==> src/rtl/pin_change_irq.sv <==
module pin_change_irq #(
  parameter int          NPIN   = 4,
  parameter int          SYNC   = 2,
  parameter logic [15:0] VECTOR = 16'h0016
) (
  input  logic            clk,
  input  logic            rst_n,
  input  logic [NPIN-1:0] pin_in,
  input  logic            tap_slow,
  input  logic            tap_fast,
  input  logic            rate_sel,
  input  logic [NPIN-1:0] pin_en,
  input  logic [NPIN-1:0] pin_mode,
  input  logic            irq_en,
  input  logic            flag_clr,
  output logic            irq_pulse,
  output logic            irq_flag,
  output logic            irq_line,
  output logic [15:0]     irq_vector
);
  localparam int CFGW = 2 * NPIN;

  logic [NPIN-1:0] pin_sy [SYNC];
  logic [1:0]      tap_sy [SYNC];
  logic            tap_prev;
  logic            held;
  logic            dirty;
  logic [CFGW-1:0] cfg_q;

  always_ff @(posedge clk or negedge rst_n) begin
    if (!rst_n) begin
      for (int i = 0; i < SYNC; i++) begin
        pin_sy[i] <= '0;
        tap_sy[i] <= '0;
      end
    end else begin
      pin_sy[0] <= pin_in;
      tap_sy[0] <= {tap_fast, tap_slow};
      for (int i = 1; i < SYNC; i++) begin
        pin_sy[i] <= pin_sy[i-1];
        tap_sy[i] <= tap_sy[i-1];
      end
    end
  end

  wire tap_now = rate_sel ? tap_sy[SYNC-1][1] : tap_sy[SYNC-1][0];
  wire strobe  = tap_prev & ~tap_now;
  wire level   = |((pin_sy[SYNC-1] ^ pin_mode) & pin_en);
  wire cfg_chg = {pin_en, pin_mode} != cfg_q;
  wire stale   = dirty | cfg_chg;
  wire det     = strobe & ~stale & (level != held);

  always_ff @(posedge clk or negedge rst_n) begin
    if (!rst_n) begin
      tap_prev  <= 1'b0;
      held      <= 1'b0;
      dirty     <= 1'b0;
      cfg_q     <= '0;
      irq_pulse <= 1'b0;
      irq_flag  <= 1'b0;
    end else begin
      tap_prev  <= tap_now;
      cfg_q     <= {pin_en, pin_mode};
      dirty     <= strobe ? 1'b0 : stale;
      if (strobe) held <= level;
      irq_pulse <= det;
      if (det)           irq_flag <= 1'b1;
      else if (flag_clr) irq_flag <= 1'b0;
    end
  end

  assign irq_line   = irq_flag & irq_en;
  assign irq_vector = VECTOR;

  assert_pulse_needs_strobe_R2: assert property (@(posedge clk) disable iff (!rst_n)
    irq_pulse |-> $past(strobe));
  assert_pulse_single_R6: assert property (@(posedge clk) disable iff (!rst_n)
    irq_pulse |=> !irq_pulse);
  assert_pulse_sets_flag_R7: assert property (@(posedge clk) disable iff (!rst_n)
    irq_pulse |-> irq_flag);
  assert_flag_fall_by_clear_R7: assert property (@(posedge clk) disable iff (!rst_n)
    $fell(irq_flag) |-> $past(flag_clr));
  assert_set_beats_clear_R7: assert property (@(posedge clk) disable iff (!rst_n)
    (det && flag_clr) |=> irq_flag);
  assert_no_req_after_cfg_R9: assert property (@(posedge clk) disable iff (!rst_n)
    (strobe && stale) |=> !irq_pulse);
  assert_line_gated_R8: assert property (@(posedge clk) disable iff (!rst_n)
    !irq_en |-> !irq_line);
endmodule

==> config.mk <==
export PLATFORM = sky130hd
export DESIGN_NAME = pin_change_irq
export DESIGN_NICKNAME = d
export VERILOG_FILES = /design/src/rtl/pin_change_irq.sv
export SDC_FILE = /design/constraint.sdc
export NUM_CORES = 1
export LEC_CHECK = 0
export BUFFER_PORTS_ARGS = -buffer_cell sky130_fd_sc_hd__buf_4
export CORE_MARGIN = 2
export CORE_UTILIZATION = 45
export CTS_BUF_LIST = sky130_fd_sc_hd__clkbuf_8
export DETAILED_ROUTE_END_ITERATION = 10
export PLACE_DENSITY_LB_ADDON = 0.1
export SLEW_MARGIN = 20
export SYNTH_ARGS = -nofsm -noshare
export SYNTH_HDL_FRONTEND = slang
export SYNTH_SLANG_ARGS = --single-unit
==> constraint.sdc <==
create_clock -name clk -period 1.2 [get_ports clk]
set_clock_uncertainty 0.05 [all_clocks]
set_input_delay 0.24 -clock clk [delete_from_list [all_inputs] [get_ports clk]]
set_output_delay 0.24 -clock clk [all_outputs]
set_load 0.01 [all_outputs]
### After elaboration in Yosys (flattened, before gate mapping)

Index checks and enable logic that the tools add are counted.

| cells by class | value |
|---|---|
| equal/unequal tests | 2 |
| multiplexer cells | 4 |
| bitwise operators | 9 |
| reduce and logical (&&, ||, !) cells | 2 |

Operator list:

| kind | number |
|---|---|
| $ne 8x8->1 | 1 |
| $and 1x1->1 | 4 |
| $and 4x4->4 | 1 |
| $mux 1 | 4 |
| $reduce_or 4->1 | 1 |
| $xor 4x4->4 | 1 |
| $not 1->1 | 2 |
| $reduce_bool 2->1 | 1 |
| $ne 1x1->1 | 1 |
| $or 1x1->1 | 1 |

| storage, ports and cells | value |
|---|---|
| register bits | 25 |

### Depth between registers and ports, before layout

Gate-level depths: netlist of the first run.

| depth | value |
|---|---|
| depth in word-level cells | 6 |
| mapped depth | 4 |

### Worst setup path before layout of the first run

Ideal clock, no wire load.

| timing path | value |
|---|---|
| path kind | register to register |
| from | reg cfg_q[6] |
| to | reg irq_flag |
| setup time | 0.092 ns |
| arrival time | 1.109 ns |
| required time | 1.058 ns |
| slack | -0.051 ns |
| stages on the path, launching flop included | 5 |
| path buffers | 0 |
| period minus slack after synthesis | 1.251 ns |
| cells stage by stage | dfrtp_1 > xor2_1 > nor4_4 > nand4_1 > o31ai_2 |

| between the ends | value |
|---|---|
| word-level cells in the longest chain between the ends | 6 |
| elaborated cells between the ends (all ways) | 7 |
| classes of those cells | eq/ne: 1; mux: 1; bitwise: 4; reduce/logical: 1 |

RTL lines:

| element | line | RTL |
|---|---|---|
| start, declared | 28 | `logic [CFGW-1:0] cfg_q;` |
| start signal, assigned | 63 | `cfg_q <= {pin_en, pin_mode};` |
| $ne 8x8->1 (*) | 49 | `wire cfg_chg = {pin_en, pin_mode} != cfg_q;` |
| $or 1x1->1 (*) | 50 | `wire stale = dirty \| cfg_chg;` |
| $not 1->1 (*) | 51 | `wire det = strobe & ~stale & (level != held);` |
| $and 1x1->1 (*) (2 in series) | 51 |  |
| $mux 1 / $reduce_bool 2->1 (equally long branches) | - |  |
| end signal, assigned | 60 | `irq_flag <= 1'b0;` |
| end signal, assigned | 67 | `if (det) irq_flag <= 1'b1;` |
| end signal, assigned | 68 | `else if (flag_clr) irq_flag <= 1'b0;` |
| end, declared | 17 | `output logic irq_flag,` |

Every way passes the cells marked *; elsewhere a longest branch is shown, timed or not.
A chain may end at the register's enable or synchronous reset.

### Final worst setup path of the first run

| timing path | value |
|---|---|
| from | reg cfg_q[1] |
| to | reg irq_flag |

Same word-level chain as after synthesis.

==> results of run 1 <==
placed cells by master, fill, tap and decap left out, types with 2 or more instances in the layout:
master / instances
dfrtp_1: 25
buf_4: 22
conb_1: 16
xor2_1: 12
clkbuf_8: 3
buf_6: 3
nor3_2: 2
nor2_1: 2
nand4_1: 2
a22oi_2: 2
a31oi_1: 2
inv_1: 2
logic make-up after synthesis:
logic type,Yosys count,synth area share
AO/OA/AOI/OAI,6,0.0474
XOR/XNOR,12,0.105
multiplexers,1,0.00998
other,2,0.00748
AND/OR/NAND/NOR,11,0.0835
flip-flops,25,0.623
buffers and inverters,17,0.123
metal layers:
layer	global-route usage	vias to the layer above	share of wire	routed length, microns
met3	0.0263	2	0.053	72
met2	0.216	17	0.55	741
met5	0	-	0	0
met1	0.111	283	0.39	525
met4	0.0526	0	0.0045	6
li1	-	264	-	-
through the flow:
step	power (uW)	setup WS, ps	cells	hold WS (ps)
global route	1660	-192	130	15.4
detailed placement	1120	-136	123	107
finish	1580	-113	130	31.7
global placement	1110	-130	123	108
floorplan	1060	-43.0	88	-106
CTS	1600	-126	130	25.5
sequential cells by signal, summed over array words and instances (netlist names):
register / count
cfg_q: 8
pin_sy: 8
tap_sy: 4
dirty: 1
held: 1
irq_flag: 1
irq_pulse: 1
tap_prev: 1
where the power goes:
part	total, uW	internal [uW]	switching, uW
combinational	208	95.1	113
sequential	905	888	17.2
clock	466	228	238
final cells by class:
| cell class | instances | share of cell area |
|---|---|---|
| clock inverters | 1 | 0.00302 |
| multi-input cells | 46 | 0.262 |
| repair buffers | 26 | 0.168 |
| well taps | 28 | 0.0282 |
| clock buffers | 3 | 0.0332 |
| inverters | 1 | 0.00302 |
| flip-flops and latches | 25 | 0.503 |
critical path: cells and delay by family, from the launching register on:
kind | cells | cell delay [ps]
and+or+nand+nor | 2 | 470
DFF | 1 | 380
AOI/OAI and AO/OA | 1 | 170
xor gates and xnor gates | 1 | 160
path summary, 6_finish.rpt:
check                          start         to  slack [ps]
setup / recovery            cfg_q[1]   irq_flag        -110
hold / removal              tap_fast  tap_sy[3]          30
setup reg to reg            cfg_q[1]   irq_flag        -110
hold reg to reg            pin_sy[4]  pin_sy[0]         300
max in group asynchronous      rst_n  tap_sy[1]         490
min in group asynchronous      rst_n  pin_sy[6]         380
timing repair:
item	CTS	global route
pin swaps	1	6
resized for setup	3	6
buffers inserted	2	1
setup endpoints to repair	4	6
hold buffers	1	0
endpoints found under the hold margin	25	0
==> flow_summary.json, run 1 <==
{
  "synth_cell_type_count": 18,
  "synth_area_leaders": "dfrtp_1 62%, buf_4 12%, xor2_1 10%",
  "async_flop_share": 1.00,
  "avgSynthCellArea_sq_um": 13.6,
  "synth_top_area_cell": "dfrtp_1",
  "fp.dieH_microns": 51.2,
  "netlist.area_leader.share": 0.623,
  "vias": 566,
  "p_per_area_mw_per_mm2": 1270,
  "peakVddDrop_v": 0.000873,
  "min_path_cells": 1,
  "clk_latency_ps": 260,
  "path_cells": "xor2_1 > nor4_4 > nand4_1 > o31ai_2",
  "area_delta_synth_final_pct": 23.9,
  "min_period_over_period": 1.09,
  "rsz0062_at_grt": "true",
  "io_buffers": 21,
  "grt_pass1_vias": 556,
  "grtUsageTotal": 0.112,
  "synthTopCellsByCount": "25 x dfrtp_1, 16 x buf_4, 12 x xor2_1",
  "violations": "negative setup slack",
  "drc": 0,
  "drv_slew": 0,
  "timing.fmax_ghz": 0.762,
  "dr.pass1.iters": 2,
  "yosys_warnings": 0,
  "clkSinkCount": 25,
  "postLayoutSetupSlackWorst_ps": -113,
  "hold_class": "in -> reg",
  "coreArea_sq_mm": 0.00217,
  "seqCellArea_sq_um": 626,
  "wirelength_mm": 1.35,
  "gp_congestion": 0.801,
  "status": "finished, violations left",
  "routedWlPerCell_microns": 10.4,
  "ys_seq_area_frac": 0.623,
  "final_nets": 122,
  "ant_nets": 0,
  "num_rows": 17,
  "setup_violations": 4,
  "diodes": 0,
  "root_buffer": "clkbuf_8",
  "fillers": 193,
  "hpwl_microns": 948,
  "synth_edf_count": 0,
  "critPathRequiredTime_ps": 1330,
  "criticalPathCategory": "reg -> reg",
  "grt_pass1_wl_mm": 2.13,
  "syn_inst": 74,
  "grt_max_degree": 26,
  "ys_ff_latch": 25,
  "stdcell_area_sq_mm": 0.00124,
  "ys.flop_type": "dfrtp_1",
  "crit_path_max_fanout": 3,
  "place_area_sq_mm": 0.00114,
  "antenna_found_initial": 0,
  "critPathCaptureType": "flip-flop",
  "p_leak_uw": 0.000606,
  "cp_slowest_stage_delay_ps": 380,
  "layout_min_cycle_time_ps": 1310,
  "critPathArrivalTime_ps": 1440,
  "setup_tns_ps": -284,
  "layout-drive-gt1-share": 0.353,
  "syn_area_sq_mm": 0.00100,
  "synth_most_common_cell": "dfrtp_1",
  "multiInputGateArea_sq_um": 325,
  "final_hold_viol_count": 0,
  "drt-initial-drc-count": 3,
  "clk_pin_slew_worst_paths_ps": 80,
  "die-area_sq_mm": 0.00262,
  "crit_slowest_cell": "dfrtp_1",
  "vias_per_cell": 4.35,
  "cts_tree": "done",
  "initial_utilization": 0.463,
  "final_util": 0.573,
  "numCtsBuffers": 3,
  "maxCapViolations": 0,
  "pin_count": 38,
  "cts_max_level": 1,
  "rr_worst_depth": 4,
  "chipWidth_microns": 51.2,
  "startpoint_type": "flip-flop",
  "grt-ovfl-total": 0,
  "clk_path_buf_depth": 2
}
(Power assumes the default switching activity.)
==> run 2, diff against run 1 <==
--- a/config.mk
+++ b/config.mk
@@ -11,6 +11,7 @@
 export CTS_BUF_LIST = sky130_fd_sc_hd__clkbuf_8
 export DETAILED_ROUTE_END_ITERATION = 10
 export PLACE_DENSITY_LB_ADDON = 0.1
+export REMOVE_ABC_BUFFERS = 1
 export SLEW_MARGIN = 20
 export SYNTH_ARGS = -nofsm -noshare
 export SYNTH_HDL_FRONTEND = slang
==> run 2 against run 1 <==
Combinational power is 2% lower. Highest routed layer unchanged. Critical path type unchanged. Setup slack worse by 29 ps. Die area stayed put. Largest power group unchanged. Sequential share of layout area is 0.40 points lower. The run still ends with negative setup slack left. Power is 0.99% lower.
==> flow_summary.json, run 2 (synthesis gave the netlist of run 1 again) <==
{
  "p_sw_frac": 0.227,
  "hold_class": "in -> reg",
  "grtUsageTotal": 0.121,
  "crit_path_max_fanout": 3,
  "vias_per_cell": 4.31,
  "drv_slew": 0,
  "pin_count": 38,
  "io_buffers": 21,
  "p_switching_uw": 355,
  "path_buf_inv": 0,
  "gp_congestion": 0.774,
  "reg2reg_setup_slack_ps": -140,
  "grt_pass1_vias": 575,
  "chipWidth_microns": 51.2,
  "maxCapViolations": 0,
  "hp-start": "pin_in[1]",
  "grt_pass1_wl_mm": 2.34,
  "vias": 569,
  "crit_family": "simple AND/OR/NAND/NOR gates",
  "dr.pass1.iters": 4,
  "seqCellArea_sq_um": 626,
  "clk_path_buf_depth": 2,
  "p_comb_frac": 0.130,
  "status": "finished, violations left",
  "numCtsBuffers": 3,
  "violations": "negative setup slack",
  "root_buffer": "clkbuf_8",
  "layout-drive-gt1-share": 0.346,
  "clkPwrFrac": 0.291,
  "critPathArrivalTime_ps": 1470,
  "routedWlPerCell_microns": 10.2,
  "drc": 0,
  "cts_max_level": 1,
  "num_rows": 17,
  "grt-ovfl-total": 0,
  "r2r_end": "irq_flag",
  "timing.fmax_ghz": 0.745,
  "timing.rr.start": "cfg_q[6]",
  "antenna_found_initial": 0,
  "clk_latency_ps": 260,
  "drt-initial-drc-count": 2,
  "startpoint_type": "flip-flop",
  "final-instance-count-excl-fill": 132,
  "p_leak_uw": 0.000618,
  "fillers": 191,
  "worstHoldEndpoint": "pin_sy[5]",
  "setup_violations": 3,
  "final_cell_mix": "25 x dfrtp_1, 23 x buf_4, 16 x conb_1, 12 x xor2_1, 4 x buf_6",
  "clk_pin_slew_worst_paths_ps": 80,
  "fp.dieH_microns": 51.2,
  "wirelength_mm": 1.34,
  "die-area_sq_mm": 0.00262,
  "min_period_over_period": 1.12,
  "path_cells": "xor2_1 > nor4_4 > nand4_1 > o31ai_2",
  "final_hold_viol_count": 0,
  "rsz0062_at_grt": "true",
  "min_path_cells": 1,
  "largest_registers": "cfg_q (8), pin_sy (8), tap_sy (4)",
  "cp_slowest_stage_delay_ps": 380,
  "layout_min_cycle_time_ps": 1340,
  "dp_cells": 124,
  "p_per_area_mw_per_mm2": 1250,
  "grt_max_degree": 26,
  "ant_nets": 0,
  "internal-power_uw": 1210,
  "clkSinkCount": 25,
  "layout_commonest_cell": "dfrtp_1",
  "critPathCaptureType": "flip-flop",
  "setup_tns_ps": -370,
  "rr_worst_depth": 4,
  "cts_tree": "done",
  "diodes": 0,
  "peakVddDrop_v": 0.000954,
  "place_ws_ps": -169,
  "postLayoutSetupSlackWorst_ps": -142,
  "final_nets": 124,
  "crit_slowest_cell": "dfrtp_1",
  "critPathRequiredTime_ps": 1330,
  "initial_utilization": 0.463,
  "area_delta_synth_final_pct": 24.9,
  "coreArea_sq_mm": 0.00217,
  "power_frac_seq": 0.579,
  "criticalPathCategory": "reg -> reg",
  "multiInputGateArea_sq_um": 317
}
[run 2: changes by cell type in the layout (fill, tap and decap cells not counted)]
cell / change
and2_4: +1
buf_4: +1
a22oi_1: +2
a22oi_2: -2
buf_6: +1
and2_2: -1
[run 2: per-stage QoR]
stage | cell area [sq um] | utilization | total power (uW) | hold slack, ps
6_report | 1250 | 0.578 | 1560 | 32.4
5_1_grt | 1250 | 0.578 | 1650 | 15.4
4_1_cts | 1230 | 0.569 | 1580 | 29.9
3_5_place_dp | 1150 | 0.531 | 1110 | 103
3_3_place_gp | 1150 | 0.531 | 1110 | 105
2_1_floorplan | 936 | - | 1020 | -106
[run 2: timing repair]
action / CTS / global route
hold endpoints to repair: 25 / 0
hold buffers: 1 / 0
pin swaps: 3 / 3
setup endpoints to repair: 3 / 6
resized for setup: 5 / 3
buffers inserted: 2 / 1
[run 2: layout make-up]
type / instances / area share
inverters: 1 / 0.00299
clock buffers: 3 / 0.0329
well taps: 28 / 0.0279
flip-flops and latches: 25 / 0.499
multi-input cells: 46 / 0.252
clock inverters: 1 / 0.00299
repair buffers: 28 / 0.182
[run 2: worst max path at each step]
| stage | start | to | cells past startpoint |
|---|---|---|---|
| 2_1_floorplan | cfg_q[6] | irq_flag | 4 |
| 3_5_place_dp | pin_mode[0] | irq_flag | 5 |
| 5_1_grt | cfg_q[1] | irq_flag | 4 |
| 6_report | cfg_q[6] | irq_flag | 4 |
| 4_1_cts | cfg_q[6] | irq_flag | 4 |
| 3_3_place_gp | pin_mode[0] | irq_pulse | 5 |
[run 2: layer usage]
metal / part of all wire / wire, microns / global-route usage
met4: 0.0052 / 7 / 0.0395
met2: 0.51 / 680 / 0.212
met3: 0.077 / 104 / 0.0263
met1: 0.41 / 549 / 0.147
met5: 0 / 0 / 0
[run 2: power groups by stage]
stage / Sequential [uW] / Clock [uW] / Combinational [uW]
final: 906 / 455 / 203
after global routing: 911 / 511 / 227
after CTS: 907 / 471 / 198
after detailed placement: 923 / 0 / 190
after global placement: 921 / 0 / 188
after floorplan: 919 / 0 / 99.2
==> run 3, diff against run 2 <==
--- a/config.mk
+++ b/config.mk
@@ -12,6 +12,7 @@
 export DETAILED_ROUTE_END_ITERATION = 10
 export PLACE_DENSITY_LB_ADDON = 0.1
 export REMOVE_ABC_BUFFERS = 1
+export SETUP_SLACK_MARGIN = 0.4
 export SLEW_MARGIN = 20
 export SYNTH_ARGS = -nofsm -noshare
 export SYNTH_HDL_FRONTEND = slang
==> run 3 against run 2 <==
Via count up 1.9%. Final cell count is 3.0% higher. Global-route usage grew 0.51 points. Sequential share of layout area down 2.0 points. Sequential power about the same. Maximum frequency fell by 0.35%. Combinational power up 14%. Register-to-register slack about the same. The flow still finishes with violations (negative setup slack). Power up 2.0%.
==> flow_summary.json, run 3 (synthesis gave the netlist of run 1 again) <==
{
  "setup_tns_ps": -377,
  "p_comb_frac": 0.145,
  "clk_path_buf_depth": 2,
  "busiest_layer": "met2",
  "initial_utilization": 0.463,
  "setup_violations": 3,
  "p_leak_uw": 0.000641,
  "final_hold_viol_count": 0,
  "critPathArrivalTime_ps": 1470,
  "clk_latency_ps": 260,
  "dr.pass1.iters": 3,
  "die-area_sq_mm": 0.00262,
  "gr-usage-met3": 0.0263,
  "timing.fmax_ghz": 0.742,
  "drc": 0,
  "clk_pin_slew_worst_paths_ps": 80,
  "peakVddDrop_v": 0.000962,
  "internal-power_uw": 1230,
  "chipWidth_microns": 51.2,
  "met2_usage": 0.223,
  "layout_min_cycle_time_ps": 1350,
  "grt_pass1_wl_mm": 2.43,
  "clkSinkCount": 25,
  "maxCapViolations": 0,
  "grt_max_degree": 26,
  "final_cell_mix": "25 x dfrtp_1, 23 x buf_4, 16 x conb_1, 12 x xor2_1, 8 x buf_6",
  "drv_slew": 0,
  "power_frac_seq": 0.569,
  "grtUsageMet1": 0.153,
  "postLayoutSetupSlackWorst_ps": -147,
  "wirelength_mm": 1.42,
  "coreArea_sq_mm": 0.00217,
  "clkPwrFrac": 0.286,
  "rsz0062_at_grt": "true",
  "p_switching_uw": 366,
  "cts_max_level": 1,
  "place_ws_ps": -169,
  "routedWlPerCell_microns": 10.4,
  "numCtsBuffers": 3,
  "diodes": 0,
  "violations": "negative setup slack",
  "seqCellArea_sq_um": 626,
  "layout_commonest_cell": "dfrtp_1",
  "criticalPathCategory": "reg -> reg",
  "vias_per_cell": 4.26,
  "multiInputGateArea_sq_um": 324,
  "fillers": 186,
  "total_power_uw": 1590,
  "p_sw_frac": 0.229,
  "vias": 580,
  "grtUsageTotal": 0.126,
  "io_buffers": 21,
  "layout-drive-gt1-share": 0.398,
  "root_buffer": "clkbuf_8",
  "status": "finished, violations left",
  "holdWs_ps": 33.3,
  "startpoint_type": "flip-flop",
  "gp_congestion": 0.774,
  "final_nets": 128,
  "antenna_found_initial": 0,
  "area_delta_synth_final_pct": 30.2,
  "crit_path_max_fanout": 3,
  "ant_nets": 0,
  "hold_class": "in -> reg",
  "largest_registers": "cfg_q (8), pin_sy (8), tap_sy (4)",
  "grt-ovfl-total": 0,
  "cts_tree": "done",
  "fp.dieH_microns": 51.2,
  "pin_count": 38,
  "final_util": 0.602,
  "min_period_over_period": 1.12,
  "drt-initial-drc-count": 2,
  "p_per_area_mw_per_mm2": 1220,
  "critPathCaptureType": "flip-flop",
  "num_rows": 17,
  "grt_pass1_vias": 592,
  "critPathRequiredTime_ps": 1320
}
[run 3: final timing paths]
kind / end / slack (ps) / start / depth (start not counted)
worst max-delay path: irq_flag / -150 / cfg_q[6] / 4
worst min-delay path: pin_sy[5] / 30 / pin_in[1] / 1
worst max register to register: irq_flag / -150 / cfg_q[6] / 4
worst min register to register: tap_sy[1] / 300 / tap_sy[3] / 0
max in group asynchronous: tap_prev / 500 / rst_n / 2
min in group asynchronous: cfg_q[1] / 360 / rst_n / 2
[run 3: power groups by stage]
stage / logic, uW / registers, uW / clock network [uW]
floorplan: 99.2 / 919 / 0
global placement: 188 / 921 / 0
detailed placement: 190 / 923 / 0
CTS: 227 / 907 / 471
global route: 257 / 913 / 511
finish: 231 / 907 / 456
[run 3: final cells by class]
cell class / count / share of cell area
sequential: 25 / 0.479
timing repair buffer: 32 / 0.209
inverter: 1 / 0.00287
clock inverter: 1 / 0.00287
tap: 28 / 0.0268
clock buffer: 3 / 0.0316
multi-input combinational: 46 / 0.248
[run 3: timing repair]
item | CTS | global route
hold buffers | 1 | 0
setup buffers | 6 | 1
endpoints found under the setup margin | 7 | 8
hold endpoints to repair | 25 | 0
gates resized for setup | 13 | 2
pin swaps | 4 | 3
[run 3: through the flow]
step	area [sq um]	cells
floorplan	936	72
global placement	1150	124
detailed placement	1150	124
CTS	1290	135
global route	1310	136
finish	1310	136
[run 3: worst max-delay path: stages (launching register included)]
cell     delay (ps)
dfrtp_1         380
xor2_1          160
nor4_4          340
nand4_1         150
o31ai_2         180
[run 3: layer usage]
| metal | wire [microns] | share of wire |
|---|---|---|
| met5 | 0 | 0 |
| met4 | 7 | 0.0049 |
| met3 | 102 | 0.072 |
| met2 | 714 | 0.50 |
| met1 | 593 | 0.42 |
